===== config.mk =====
export PLATFORM = sky130hd
export DESIGN_NAME = baudsel_top
export DESIGN_NICKNAME = d
export VERILOG_FILES = /design/src/rtl/baudsel_pkg.sv /design/src/rtl/baudsel_div.sv /design/src/rtl/baudsel_rise.sv /design/src/rtl/baudsel_path.sv /design/src/rtl/baudsel_top.sv
export SDC_FILE = /design/constraint.sdc
export NUM_CORES = 1
export LEC_CHECK = 0
export ABC_AREA = 0
export BUFFER_PORTS_ARGS = -buffer_cell sky130_fd_sc_hd__buf_2
export CORE_UTILIZATION = 30
export DETAILED_ROUTE_END_ITERATION = 10
export HOLD_SLACK_MARGIN = 0.06
export SLEW_MARGIN = 20
export SYNTH_ARGS = -nofsm -noshare
export SYNTH_HDL_FRONTEND = slang
export SYNTH_SLANG_ARGS = --single-unit

===== constraint.sdc =====
create_clock -name clk -period 4.5 [get_ports clk]
set_input_delay 0.9 -clock clk [delete_from_list [all_inputs] [get_ports clk]]
set_output_delay 0.9 -clock clk [all_outputs]
set_load 0.01 [all_outputs]

===== src/rtl/baudsel_pkg.sv =====
package baudsel_pkg;

    localparam int CODE_W     = 4;
    localparam int NUM_RATES  = 13;
    localparam int NUM_DIVS   = 2 * NUM_RATES;
    localparam int CODE_TIMER = 13;
    localparam int CODE_EXT16 = 14;
    localparam int CODE_EXT1  = 15;

    // Baud rate in tenths of a baud, per table and code.
    function automatic longint rate_x10(input bit alt_set, input int code);
        longint r;
        case (code)
            0:       r = alt_set ? 750    : 500;
            1:       r = 1100;
            2:       r = 1345;
            3:       r = alt_set ? 1500   : 2000;
            4:       r = 3000;
            5:       r = 6000;
            6:       r = 12000;
            7:       r = alt_set ? 20000  : 10500;
            8:       r = 24000;
            9:       r = 48000;
            10:      r = alt_set ? 18000  : 72000;
            11:      r = 96000;
            default: r = alt_set ? 192000 : 384000;
        endcase
        return r;
    endfunction

    // Rounded divider for table entry idx (0..12 first set, 13..25 second set).
    function automatic longint calc_div(input longint ref_hz, input int idx);
        longint r;
        r = rate_x10(idx >= NUM_RATES, idx % NUM_RATES);
        return (ref_hz * 10 + 8 * r) / (16 * r);
    endfunction

endpackage


===== src/rtl/baudsel_div.sv =====
module baudsel_div #(
    parameter int DIV_W = 16
) (
    input  logic             clk,
    input  logic             rst_n,
    input  logic             run,
    input  logic             reload,
    input  logic [DIV_W-1:0] div_val,
    output logic             tick
);

    typedef struct packed {
        logic [DIV_W-1:0] cnt;
        logic             tick;
    } div_state_t;

    div_state_t st_d, st_q;

    always_comb begin
        st_d      = st_q;
        st_d.tick = 1'b0;
        if (reload) begin
            st_d.cnt = div_val - DIV_W'(1);
        end else if (st_q.cnt == '0) begin
            st_d.cnt  = div_val - DIV_W'(1);
            st_d.tick = run;
        end else begin
            st_d.cnt = st_q.cnt - DIV_W'(1);
        end
    end

    always_ff @(posedge clk or negedge rst_n) begin
        if (!rst_n) begin
            st_q.cnt  <= '1;
            st_q.tick <= 1'b0;
        end else begin
            st_q <= st_d;
        end
    end

    assign tick = st_q.tick;

    AST_TICK_SINGLE_CYCLE: assert property (@(posedge clk) disable iff (!rst_n)
        st_q.tick |=> !st_q.tick);
    AST_RELOAD_NO_TICK: assert property (@(posedge clk) disable iff (!rst_n)
        reload |=> !tick);

endmodule


===== src/rtl/baudsel_rise.sv =====
module baudsel_rise (
    input  logic clk,
    input  logic rst_n,
    input  logic pin,
    output logic rise
);

    typedef struct packed {
        logic s1;
        logic s2;
        logic prev;
        logic rise;
    } rise_state_t;

    rise_state_t st_d, st_q;

    always_comb begin
        st_d      = st_q;
        st_d.s1   = pin;
        st_d.s2   = st_q.s1;
        st_d.prev = st_q.s2;
        st_d.rise = st_q.s2 & ~st_q.prev;
    end

    always_ff @(posedge clk or negedge rst_n) begin
        if (!rst_n) begin
            st_q <= '0;
        end else begin
            st_q <= st_d;
        end
    end

    assign rise = st_q.rise;

    AST_EDGE_SINGLE_PULSE: assert property (@(posedge clk) disable iff (!rst_n)
        st_q.rise |=> !st_q.rise);

endmodule


===== src/rtl/baudsel_path.sv =====
module baudsel_path
    import baudsel_pkg::*;
#(
    parameter longint REF_HZ = 3686400,
    parameter int     DIV_W  = 16
) (
    input  logic              clk,
    input  logic              rst_n,
    input  logic [CODE_W-1:0] code_q,
    input  logic [CODE_W-1:0] code_d,
    input  logic              set_d,
    input  logic              reload,
    input  logic              timer_tick,
    input  logic              ext_clk,
    output logic              tick,
    output logic              is_16x
);

    localparam int IDX_W = $clog2(NUM_DIVS);

    typedef struct packed {
        logic timer;
    } path_state_t;

    path_state_t st_d, st_q;

    logic [DIV_W-1:0] div_tab [NUM_DIVS];
    logic [IDX_W-1:0] idx;
    logic [DIV_W-1:0] div_val;
    logic             div_tick;
    logic             ext_rise;
    logic             run;

    for (genvar g = 0; g < NUM_DIVS; g++) begin : g_tab
        assign div_tab[g] = DIV_W'(calc_div(REF_HZ, g));
    end

    always_comb begin
        if (int'(code_d) >= NUM_RATES) begin
            idx = '0;
        end else if (set_d) begin
            idx = IDX_W'(code_d) + IDX_W'(NUM_RATES);
        end else begin
            idx = IDX_W'(code_d);
        end
        div_val = div_tab[idx];
    end

    assign run = (int'(code_q) < NUM_RATES);

    always_comb begin
        st_d       = st_q;
        st_d.timer = timer_tick;
    end

    always_ff @(posedge clk or negedge rst_n) begin
        if (!rst_n) begin
            st_q <= '0;
        end else begin
            st_q <= st_d;
        end
    end

    baudsel_div #(.DIV_W(DIV_W)) div_i (
        .clk     (clk),
        .rst_n   (rst_n),
        .run     (run),
        .reload  (reload),
        .div_val (div_val),
        .tick    (div_tick)
    );

    baudsel_rise rise_i (
        .clk   (clk),
        .rst_n (rst_n),
        .pin   (ext_clk),
        .rise  (ext_rise)
    );

    always_comb begin
        case (int'(code_q))
            CODE_TIMER:            tick = st_q.timer;
            CODE_EXT16, CODE_EXT1: tick = ext_rise;
            default:               tick = div_tick;
        endcase
    end

    assign is_16x = (int'(code_q) != CODE_EXT1);

    AST_TIMER_FOLLOWS: assert property (@(posedge clk) disable iff (!rst_n)
        (int'(code_q) == CODE_TIMER && $past(timer_tick)) |-> tick);

endmodule


===== src/rtl/baudsel_top.sv =====
module baudsel_top
    import baudsel_pkg::*;
#(
    parameter longint REF_HZ = 3686400,
    parameter int     DIV_W  = 16
) (
    input  logic       clk,
    input  logic       rst_n,
    input  logic       sel_we,
    input  logic [7:0] sel_wdata,
    input  logic       set_we,
    input  logic       set_wdata,
    input  logic       timer_tick,
    input  logic       rx_ext_clk,
    input  logic       tx_ext_clk,
    output logic       rx_tick,
    output logic       rx_is_16x,
    output logic       tx_tick,
    output logic       tx_is_16x
);

    localparam int NUM_DIR = 2;  // 0 = receive, 1 = transmit

    typedef struct packed {
        logic [CODE_W-1:0] rx_code;
        logic [CODE_W-1:0] tx_code;
        logic              alt_set;
    } cfg_t;

    cfg_t cfg_d, cfg_q;
    logic reload;

    always_comb begin
        cfg_d = cfg_q;
        if (sel_we) begin
            cfg_d.rx_code = sel_wdata[7:4];
            cfg_d.tx_code = sel_wdata[3:0];
        end
        if (set_we) begin
            cfg_d.alt_set = set_wdata;
        end
    end

    assign reload = sel_we | set_we;

    always_ff @(posedge clk or negedge rst_n) begin
        if (!rst_n) begin
            cfg_q <= '0;
        end else begin
            cfg_q <= cfg_d;
        end
    end

    logic [CODE_W-1:0] code_q_a [NUM_DIR];
    logic [CODE_W-1:0] code_d_a [NUM_DIR];
    logic              ext_a    [NUM_DIR];
    logic              tick_a   [NUM_DIR];
    logic              x16_a    [NUM_DIR];

    assign code_q_a[0] = cfg_q.rx_code;
    assign code_q_a[1] = cfg_q.tx_code;
    assign code_d_a[0] = cfg_d.rx_code;
    assign code_d_a[1] = cfg_d.tx_code;
    assign ext_a[0]    = rx_ext_clk;
    assign ext_a[1]    = tx_ext_clk;

    for (genvar g = 0; g < NUM_DIR; g++) begin : g_dir
        baudsel_path #(.REF_HZ(REF_HZ), .DIV_W(DIV_W)) path_i (
            .clk        (clk),
            .rst_n      (rst_n),
            .code_q     (code_q_a[g]),
            .code_d     (code_d_a[g]),
            .set_d      (cfg_d.alt_set),
            .reload     (reload),
            .timer_tick (timer_tick),
            .ext_clk    (ext_a[g]),
            .tick       (tick_a[g]),
            .is_16x     (x16_a[g])
        );
    end

    assign rx_tick   = tick_a[0];
    assign tx_tick   = tick_a[1];
    assign rx_is_16x = x16_a[0];
    assign tx_is_16x = x16_a[1];

    AST_1X_ONLY_TOP_CODE: assert property (@(posedge clk) disable iff (!rst_n)
        $past(sel_we) && $past(sel_wdata[7:4]) != 4'hF |-> rx_is_16x);

endmodule


# ---- After elaboration in Yosys (flattened, before gate mapping)
# Memories as Yosys holds them, arrays and structs flattened.
# Cells that the tools add are included.
# W data, S select, Z words.
dict set report op_classes {
  add_sub_neg 6
  order_cmp 6
  n_eq_ne 8
  n_mux 20
  bitwise 7
  reduce_logical 4
}
# cell count
set ops {}
lappend ops {{$mux W16} 8}
lappend ops {{$sub A16 B1 Y16 const B} 4}
lappend ops {{$logic_not A16 Y1} 2}
lappend ops {{$eq A4 B4 Y1 const B} 6}
lappend ops {{$mux W5} 4}
lappend ops {{$ge A6 B6 Y1 const B} 2}
lappend ops {{$not A5 Y6} 2}
lappend ops {{$add A4 B4 Y5 const B} 2}
lappend ops {{$ge A4 B4 Y1 const B} 2}
lappend ops {{$lt A4 B4 Y1 const B} 2}
lappend ops {{$mux W8} 1}
lappend ops {{$ne A4 B1 Y1 const B} 2}
lappend ops {{$mux W1} 5}
lappend ops {{$pmux W1 S2} 2}
lappend ops {{$reduce_or A2 Y1} 2}
lappend ops {{$and A1 B1 Y1} 2}
lappend ops {{$not A1 Y1} 2}
lappend ops {{$or A1 B1 Y1} 1}
dict set report totals {
  reg_bits 52
  mem_bits_ro 1024
  input_bits 16
  wordCells 69
  mem_count 2
}
# memory words word_bits read_ports rd_clocked_by_memory_dff wr line
set mem_list {}
lappend mem_list {{(name not given)} 32 16 1 0 0 baudsel_path.sv:46} ;# div_val = div_tab[idx];
lappend mem_list {{(name not given)} 32 16 1 0 0 baudsel_path.sv:46}

# ---- Logic depth before layout (Yosys ltp)
# Gate-level depths: netlist of run 1.
dict set report logic_depth {
  ltp_word 11
  depth_mapped 19
  mapped_depth_nobuf 16
}

# ---- Cells and area by module
# Synthesis of run 1 repeated with hierarchy kept, for this count alone.
dict set report unflattened {
  cells_unflattened 536
  area_unflattened_um2 4932.2
}
# module instances cells_each area_per_inst_um2 seq_area_each_um2
set by_module_without_submodules {}
lappend by_module_without_submodules {baudsel_div 2 120 1222.4 445.4}
lappend by_module_without_submodules {{baudsel_path at g_dir[0].path_i} 1 143 972.2 25.0}
lappend by_module_without_submodules {{baudsel_path at g_dir[1].path_i} 1 123 913.4 25.0}
lappend by_module_without_submodules {baudsel_top 1 20 374.1 225.2}
lappend by_module_without_submodules {baudsel_rise 2 5 113.9 100.1}

# ---- Least setup slack after synthesis of run 1
# OpenSTA, ideal clock, no wires.
dict set report synth_path {
  path_type {in2reg}
  startpoint {input port sel_we}
  endpoint {register g_dir[1].path_i.div_i.st_q[11] (netlist name)}
  t_arrival_ns 4.503
  required_time_ns 4.421
  slack_ns -0.082
  cell_stages 17
  path_cell_list {buf_6 > buf_12 > buf_12 > mux2i_1 > clkbuf_1 > ha_1 > nor2b_1 > nor3_1 > or3_1 > ha_1 > a32oi_1 > a21boi_0 > ha_1 > nor4b_1 > nand4_1 > xnor2_1 > o21ai_0}
}
# item line
set synth_lines {}
lappend synth_lines {{start, declared} baudsel_top.sv:9} ;# input logic sel_we,
lappend synth_lines {{end signal, assigned} baudsel_div.sv:37} ;# st_q <= st_d;
lappend synth_lines {{end, declared} baudsel_div.sv:17} ;# div_state_t st_d, st_q;

==> flow_metrics.tcl, run 1 <==
set metrics [dict create \
    status "complete, no violations" \
    grt_usage 0.166 \
    yosysUniqueCellTypes 80 \
    whs_endpoint "g_dir[0].path_i.rise_i.st_d[1]" \
    p_leak_uw 0.00245 \
    synth_area_mm2 0.00500 \
    start_util 0.312 \
    seqCellArea_mm2 0.00134 \
    cp.arrival_ns 4.45 \
    dp_hpwl_um 11200 \
    rsz0062_at_grt "no" \
    die-area_mm2 0.0172 \
    final_cells 926 \
    synth_nets 660 \
    wire_per_inst_um 15.4 \
    crit_fanout 7 \
    fill_cells 1687 \
    coreArea_mm2 0.0161 \
    regToRegSetupSlack_ns 0.66 \
    seq_power_share 0.318 \
    cts_made_buffers 5 \
    slew_headroom 0.401 \
    grt_max_degree 53 \
    n_antenna_cell 0 \
    drive_above_1_share 0.238 \
    drtAntennaViolNets 0 \
    drtIter0Drc 361 \
    nNetsFinal 743 \
    p_clk_frac 0.159 \
    cp.required_ns 4.71 \
    swShare 0.403 \
    syn_avg_cell_area_um2 7.99 \
    p_int_uw 1480 \
    routed_via_density 5.40 \
    cts_root_buffer "clkbuf_16" \
    slew_violations 0 \
    netlist_instances 626 \
    cts_resized 0 \
    max-cap-violations 0 \
    final_cell_mix "83 x buf_4, 58 x nor2_1, 57 x nand2_1" \
    holdPathStages 0 \
    synth_edf_count 0 \
    dp.cells 918 \
    numPortBuffers 19 \
    grt_pass1_wl_um 23800 \
    fmax_mhz 236 \
    p_per_area_mw_per_mm2 413 \
    rr_endpoint "g_dir[0].path_i.div_i.st_q[15]" \
    grt_pass1_vias 4758 \
    wl_um 14200 \
    clock_path_buffers 2 \
    comb_power_share 0.523 \
    via_count 4999 \
    cts_tree "built" \
    multiInputGateArea_mm2 0.00343 \
    crit_path_start_kind "input port" \
    antenna_found_initial 0 \
    firstDrtPassIters 5 \
    die_w_um 131 \
    synth.yosys.seq_area_share 0.268 \
    final_period_minus_worst_setup_slack_ns 4.24 \
    area_growth_pct 20.0 \
    yosys_warnings 0 \
    whs_ns 0.362 \
    clk_pin_slew_ns 0.07 \
    p_sw_uw 999 \
    final.setup_skew_ns 0.00313 \
    fin_crit_sh 0.942 \
    routabilityCongestion 0.939 \
    cts_setup_buffers 0 \
    hp-class "flip-flop to flip-flop" \
    clk_latency_ns 0.29 \
    grt-ovfl-total 0 \
    p_total_uw 2480 \
    setup_viol 0 \
    drc_errors 0 \
    ys_seq_elements 52 \
    die_h_um 131 \
    ioPinCount 20 \
    async_reset_ff_frac 1.00 \
    layout_commonest_cell "buf_4" \
    cts_max_level 2 \
    rows 46 \
    max_slew.worst_pin.slew_ns 0.876 \
    final_hold_viol_count 0 \
    hp-start "g_dir[0].path_i.rise_i.st_d[2]" \
    crit_path_end_kind "flip-flop" \
    reg2regPathDepth 12 \
    ctsHoldBuffers 0 \
    clock-sinks 52 \
    synth_ff_type "dfstp_2" \
    crit_type "input port to flip-flop" \
    peakVddDrop_uv 151 \
    r2r_start "cfg_q[5]" \
]
## state kept, by name, summed over array words and instances (netlist names)
| name | flops |
|---|---|
| g_dir.path_i.rise_i.st_d | 4 |
| g_dir.path_i.st_q | 1 |
| cfg_q | 9 |
| g_dir.path_i.div_i.tick | 2 |
| g_dir.path_i.div_i.st_q | 32 |
| g_dir.path_i.rise_i.st_q | 2 |
| g_dir.path_i.rise_i.rise | 2 |
## area by class of cell
cell class              count  share of cell area
repair buffers            102               0.120
flip-flops and latches     52               0.223
clock inverters             1             0.00104
multi-input cells         525               0.572
clock buffers               7              0.0238
well taps                 216              0.0450
inverters                  23              0.0154
## worst max-delay path by stage
stage,start,end,cells past startpoint
detailed placement,sel_we,g_dir[0].path_i.div_i.st_q[15],16
global route,sel_we,g_dir[0].path_i.div_i.st_q[15],16
CTS,sel_we,g_dir[0].path_i.div_i.st_q[15],16
finish,sel_we,g_dir[0].path_i.div_i.st_q[15],13
global placement,sel_we,g_dir[0].path_i.div_i.st_q[15],15
floorplan,sel_we,g_dir[1].path_i.div_i.st_q[12],16
## power by group through the flow
stage / clock, uW / sequential, uW / combinational, uW
2_1_floorplan: 0 / 762 / 882
3_3_place_gp: 0 / 791 / 1280
3_5_place_dp: 0 / 792 / 1280
4_1_cts: 409 / 788 / 1290
5_1_grt: 428 / 808 / 1420
6_report: 394 / 788 / 1290
## logic make-up (layout without fill, tap and decap cells)
| group | count (synthesis) | in the layout | synth area share |
|---|---|---|---|
| mux | 16 | 16 | 0.0438 |
| buf+inv | 49 | 133 | 0.0487 |
| flops | 52 | 52 | 0.268 |
| simple gates | 270 | 270 | 0.279 |
| xor+xnor | 50 | 50 | 0.0875 |
| fa+ha+maj | 19 | 19 | 0.0470 |
| compound gates | 170 | 170 | 0.226 |
## per-stage QoR
| stage | area, um^2 | TNS (ns) | worst slack (ns) | util |
|---|---|---|---|---|
| final | 6000 | 0 | 0.262 | 0.374 |
| after global routing | 6000 | 0 | 0.0493 | 0.374 |
| after CTS | 6000 | 0 | 0.300 | 0.374 |
| after detailed placement | 5850 | -0.0165 | -0.0165 | 0.365 |
| after global placement | 5850 | 0 | 0.0841 | 0.365 |
| after floorplan | 5020 | 0 | 0.00576 | - |
## metal layers
metal / up-vias / global-route usage / part of all wire
li1: 2498 / - / -
met1: 2329 / 0.230 / 0.48
met2: 144 / 0.266 / 0.45
met3: 28 / 0.0197 / 0.045
met4: 0 / 0.0529 / 0.021
met5: - / 0 / 0
## Yosys cell counts (all sizes together) (14+ instances only)
cell type,instances,share of area
a21oi,38,0.039
and3,14,0.017
dfrtp,20,0.10
dfstp,32,0.17
ha,18,0.045
inv,22,0.017
mux2i,15,0.042
nand2,57,0.043
nand3,32,0.033
nor2,59,0.045
nor3,33,0.033
o21ai,40,0.041
xnor2,31,0.054
xor2,19,0.033
## critical path, cell delays in order
cell and delay, ns:
buf_2 0.21, mux2i_4 0.31, inv_2 0.08, ha_1 0.28, or4b_1 0.57, a32oi_1 0.20, o22a_1 0.20, o32ai_1 0.12
o211ai_1 0.22, or4b_4 0.51, nor4b_4 0.41, nand3_1 0.16, o32ai_2 0.27
Power figures use the tool's default switching activity.
==> inputs of run 2 (changes only) <==
--- a/config.mk
+++ b/config.mk
@@ -7,9 +7,11 @@
 export LEC_CHECK = 0
 export ABC_AREA = 0
 export BUFFER_PORTS_ARGS = -buffer_cell sky130_fd_sc_hd__buf_2
-export CORE_UTILIZATION = 30
+export CORE_UTILIZATION = 50
 export DETAILED_ROUTE_END_ITERATION = 10
 export HOLD_SLACK_MARGIN = 0.06
+export PLACE_DENSITY = 0.67
+export REMOVE_ABC_BUFFERS = 1
 export SLEW_MARGIN = 20
 export SYNTH_ARGS = -nofsm -noshare
 export SYNTH_HDL_FRONTEND = slang
==> flow_metrics.tcl, run 2 (synthesized netlist as in run 1, its figures left out) <==
set metrics [dict create \
    p_per_area_mw_per_mm2 408 \
    reg2regPathDepth 12 \
    cts_max_level 2 \
    dp_slack_ns -0.0371 \
    numPortBuffers 19 \
    die_w_um 102 \
    grt_pass1_vias 4934 \
    hp-class "flip-flop to flip-flop" \
    setup_viol 0 \
    top_register "g_dir.path_i.div_i.st_q" \
    clock_path_buffers 2 \
    grt_max_degree 48 \
    cts_setup_buffers 0 \
    final.setup_skew_ns 0.00675 \
    die-area_mm2 0.0104 \
    final_cells 834 \
    slew_violations 0 \
    clock-sinks 52 \
    cp.required_ns 4.77 \
    wl_um 14800 \
    via_count 5107 \
    holdPathStages 0 \
    coreArea_mm2 0.00973 \
    dp_hpwl_um 11600 \
    final_period_minus_worst_setup_slack_ns 4.27 \
    rr_endpoint "g_dir[0].path_i.div_i.st_q[15]" \
    drc_errors 0 \
    crit_fanout 7 \
    crit_path_end_kind "flip-flop" \
    clk_latency_ns 0.32 \
    wire_per_inst_um 17.7 \
    max-cap-violations 0 \
    grt-ovfl-total 0 \
    cp.arrival_ns 4.54 \
    rows 36 \
    layout_commonest_cell "buf_4" \
    drtIter0Drc 287 \
    drive_above_1_share 0.230 \
    whs_endpoint "g_dir[1].path_i.rise_i.st_d[1]" \
    slew_headroom 0.413 \
    clk_pin_slew_ns 0.11 \
    rsz0062_at_grt "no" \
    antenna_found_initial 0 \
    nNetsFinal 734 \
    cts_made_buffers 5 \
    crit_type "input port to flip-flop" \
    start_util 0.514 \
    ioPinCount 20 \
    cts_root_buffer "clkbuf_8" \
    regToRegSetupSlack_ns 0.66 \
    drtAntennaViolNets 0 \
    hp-start "g_dir[1].path_i.rise_i.st_d[2]" \
    largest_reg_flops 32 \
    p_leak_uw 0.00239 \
    final_cell_mix "74 x buf_4, 58 x nor2_1, 57 x nand2_1" \
    n_antenna_cell 0 \
    r2r_start "cfg_q[5]" \
    grt_usage 0.295 \
    crit_path_start_kind "input port" \
    worst_slack_ns 0.233 \
    die_h_um 102 \
    grt_pass1_wl_um 23900 \
    firstDrtPassIters 4 \
    peakVddDrop_uv 238 \
    status "complete, no violations" \
    routed_via_density 6.12 \
    cts_tree "built" \
    fmax_mhz 234 \
    area_growth_pct 15.4 \
    final_hold_viol_count 0 \
    fin_crit_sh 0.948 \
    max_slew.worst_pin.slew_ns 0.869 \
    routabilityCongestion 0.966 \
    dp.cells 826 \
]
[run 2: cell types whose count changed in the layout (fill, tap and decap cells not counted), sizes merged]
cell,previous run,this run
buf,102,93
clkbuf,7,5
clkinv,1,2
inv,23,24
[run 2: final cells by class]
type / count / area (um^2)
clock buffers: 5 / 68.8
repair buffers: 93 / 651
clock inverters: 3 / 26.3
fillers: 907 / 3960
well taps: 133 / 166
flip-flops and latches: 52 / 1340
inverters: 23 / 91.3
multi-input cells: 525 / 3430
[run 2: worst max-delay path, cell delays in order]
cell      delay (ns)
buf_2           0.20
buf_4           0.21
mux2i_1         0.30
buf_4           0.20
inv_1           0.06
ha_1            0.28
inv_1           0.20
nand3_1         0.17
and3_1          0.31
a221oi_1        0.43
a21oi_1         0.14
or3_1           0.41
nor3_1          0.30
and4_1          0.30
a211o_1         0.13
[run 2: metal layers]
layer,track usage,part of all wire,up-vias
met5,0,0,-
met4,0.120,0.034,0
met3,0.0369,0.039,39
met2,0.523,0.50,162
met1,0.361,0.43,2435
li1,-,-,2471
[run 2: power by group]
| part | total, uW | switching (uW) | internal, uW |
|---|---|---|---|
| combinational | 1270 | 715 | 552 |
| sequential | 783 | 112 | 671 |
| clock | 307 | 191 | 116 |
| total | 2360 | 1020 | 1340 |
[run 2: worst max path at each step]
stage / from / slack [ns] / cells past startpoint / to
2_1_floorplan: set_we / -0.85 / 14 / g_dir[0].path_i.div_i.st_q[15]
3_3_place_gp: sel_we / 0.05 / 16 / g_dir[0].path_i.div_i.st_q[15]
3_5_place_dp: sel_we / -0.04 / 17 / g_dir[1].path_i.div_i.st_q[11]
4_1_cts: sel_we / 0.30 / 15 / g_dir[1].path_i.div_i.st_q[12]
5_1_grt: sel_we / 0.02 / 15 / g_dir[1].path_i.div_i.st_q[12]
6_report: sel_we / 0.23 / 15 / g_dir[1].path_i.div_i.st_q[12]
[run 2: repair_timing]
action,4_1_cts,5_1_grt
resized for setup,0,1
hold buffers,0,0
setup endpoints to repair,0,1
[run 2: per-stage QoR]
step | utilization | cell area, um^2 | TNS (ns) | hold WS (ns) | power (uW)
2_1_floorplan | - | 4850 | -9.29 | 0.331 | 1620
3_3_place_gp | 0.583 | 5670 | 0 | 0.335 | 2020
3_5_place_dp | 0.583 | 5670 | -0.0906 | 0.338 | 2040
4_1_cts | 0.593 | 5770 | 0 | 0.364 | 2350
5_1_grt | 0.593 | 5770 | 0 | 0.377 | 2530
6_report | 0.593 | 5770 | 0 | 0.362 | 2360
==> inputs of run 3 (changes only) <==
--- a/config.mk
+++ b/config.mk
@@ -7,10 +7,11 @@
 export LEC_CHECK = 0
 export ABC_AREA = 0
 export BUFFER_PORTS_ARGS = -buffer_cell sky130_fd_sc_hd__buf_2
-export CORE_UTILIZATION = 50
+export CORE_UTILIZATION = 64
+export CTS_BUF_LIST = sky130_fd_sc_hd__clkbuf_16
 export DETAILED_ROUTE_END_ITERATION = 10
 export HOLD_SLACK_MARGIN = 0.06
-export PLACE_DENSITY = 0.67
+export PLACE_DENSITY = 0.82
 export REMOVE_ABC_BUFFERS = 1
 export SLEW_MARGIN = 20
 export SYNTH_ARGS = -nofsm -noshare
==> flow_metrics.tcl, run 3 (synthesized netlist as in run 1, its figures left out) <==
set metrics [dict create \
    status "complete, no violations" \
    largest_reg_flops 32 \
    grt_pass1_wl_um 24600 \
    dr_wl_met3_um 1020 \
    clock_path_buffers 2 \
    postPlaceCellArea_mm2 0.00552 \
    crit_path_start_kind "input port" \
    crit_type "input port to flip-flop" \
    hp-class "flip-flop to flip-flop" \
    die_h_um 90.4 \
    peakVddDrop_uv 262 \
    nNetsFinal 719 \
    clk_pin_slew_ns 0.07 \
    grt_pass1_vias 5126 \
    final_cells 785 \
    rsz0062_at_grt "no" \
    crit_slowest_cell "or4b_1" \
    ioPinCount 20 \
    clock-sinks 52 \
    p_leak_uw 0.00234 \
    drtAntennaViolNets 0 \
    reg2regPathDepth 12 \
    start_util 0.676 \
    numPortBuffers 19 \
    cts_made_buffers 5 \
    drc_errors 0 \
    top_register "g_dir.path_i.div_i.st_q" \
    max_slew.worst_pin.slew_ns 0.755 \
    setup_viol 0 \
    critical_path.endpoint "g_dir[0].path_i.div_i.st_q[15]" \
    final_hold_viol_count 0 \
    r2r_start "cfg_q[5]" \
    path_cells "buf_2 > mux2i_2 > inv_2 > ha_1 > or4b_1 > a32oi_1 > o22a_1 > o32ai_1 > o211ai_1 > or4b_4 > nor4b_4 > nand3_1 > o32ai_2" \
    p_per_area_mw_per_mm2 430 \
    regToRegSetupSlack_ns 0.51 \
    layout_commonest_cell "buf_4" \
    path_buf_inv 2 \
    clk_latency_ns 0.29 \
    grt_usage 0.368 \
    rr_endpoint "g_dir[0].path_i.div_i.st_q[15]" \
    cp.arrival_ns 4.55 \
    critical_path.top_delay_family "simple AND/OR/NAND/NOR gates" \
    crit_path_start "sel_we" \
    wire_per_inst_um 18.4 \
    slowest_delay_ns 0.55 \
    drtIter0Drc 477 \
    cts_root_buffer "clkbuf_16" \
    area_growth_pct 13.3 \
    setup_tns_ns 0 \
    n_antenna_cell 0 \
    worst_slack_ns 0.159 \
    final.setup_skew_ns 0.00245 \
    dp_slack_ns -0.111 \
    cts_resized 0 \
    max-cap-violations 0 \
    dp.cells 777 \
    slew_violations 0 \
    fmax_mhz 230 \
    dp_hpwl_um 11100 \
    grt-ovfl-total 0 \
    drive_above_1_share 0.213 \
    cts_tree "built" \
    wl_met2_um 7270 \
    coreArea_mm2 0.00741 \
    wl_um 14500 \
    routabilityCongestion 1.01 \
    via_count 5245 \
    grt_max_degree 34 \
    ctsHoldBuffers 0 \
    firstDrtPassIters 5 \
    cp.required_ns 4.70 \
    crit_fanout 7 \
    cp.depth 13 \
    cts_max_level 2 \
    finish.instance_area_mm2 0.00567 \
    cts_setup_buffers 0 \
    die_w_um 90.4 \
    top_layer "met4" \
    rows 31 \
    fin_crit_sh 0.965 \
    routed_via_density 6.68 \
    slew_headroom 0.497 \
    wl_met1_um 5690 \
    final_period_minus_worst_setup_slack_ns 4.34 \
    die-area_mm2 0.00818 \
    crit_path_end_kind "flip-flop" \
    antenna_found_initial 0 \
    final_cell_mix "59 x buf_4, 58 x nor2_1, 57 x nand2_1" \
]
-- run 3: final cells by class --
class                           instances  area, um^2
Clock inverter                          3        20.0
Fill cell                             532        1740
Tap cell                               99         124
Timing Repair Buffer                   78         538
Sequential cell                        52        1340
Clock buffer                            5         125
Multi-Input combinational cell        525        3430
Inverter                               23        91.3
-- run 3: metal layers --
metal  vias up  track usage
li1       2436            -
met1      2462        0.452
met2       286        0.656
met3        61       0.0455
met4         0        0.142
met5         -            0
-- run 3: worst min-delay path by stage --
stage | depth (start not counted) | from | slack [ns] | end
5_1_grt | 0 | g_dir[1].path_i.rise_i.st_d[2] | 0.37 | g_dir[1].path_i.rise_i.st_d[1]
6_report | 0 | g_dir[1].path_i.rise_i.st_d[2] | 0.36 | g_dir[1].path_i.rise_i.st_d[1]
3_5_place_dp | 0 | g_dir[1].path_i.rise_i.st_d[2] | 0.35 | g_dir[1].path_i.rise_i.st_d[1]
3_3_place_gp | 0 | g_dir[1].path_i.rise_i.st_d[2] | 0.35 | g_dir[1].path_i.rise_i.st_d[1]
2_1_floorplan | 0 | g_dir[0].path_i.rise_i.st_d[2] | 0.33 | g_dir[0].path_i.rise_i.st_d[1]
4_1_cts | 0 | g_dir[1].path_i.rise_i.st_d[2] | 0.36 | g_dir[1].path_i.rise_i.st_d[1]
-- run 3: metrics by stage --
step                utilization  hold slack [ns]  power (uW)
floorplan                     -            0.331        1620
global placement          0.745            0.347        1960
detailed placement        0.745            0.347        2010
CTS                       0.764            0.365        2410
global route              0.765            0.367        2600
finish                    0.765            0.364        2440
-- run 3: where the power goes --
part           switching (uW)  internal [uW]
logic                     726            529
clock network             182            208
registers                 120            673
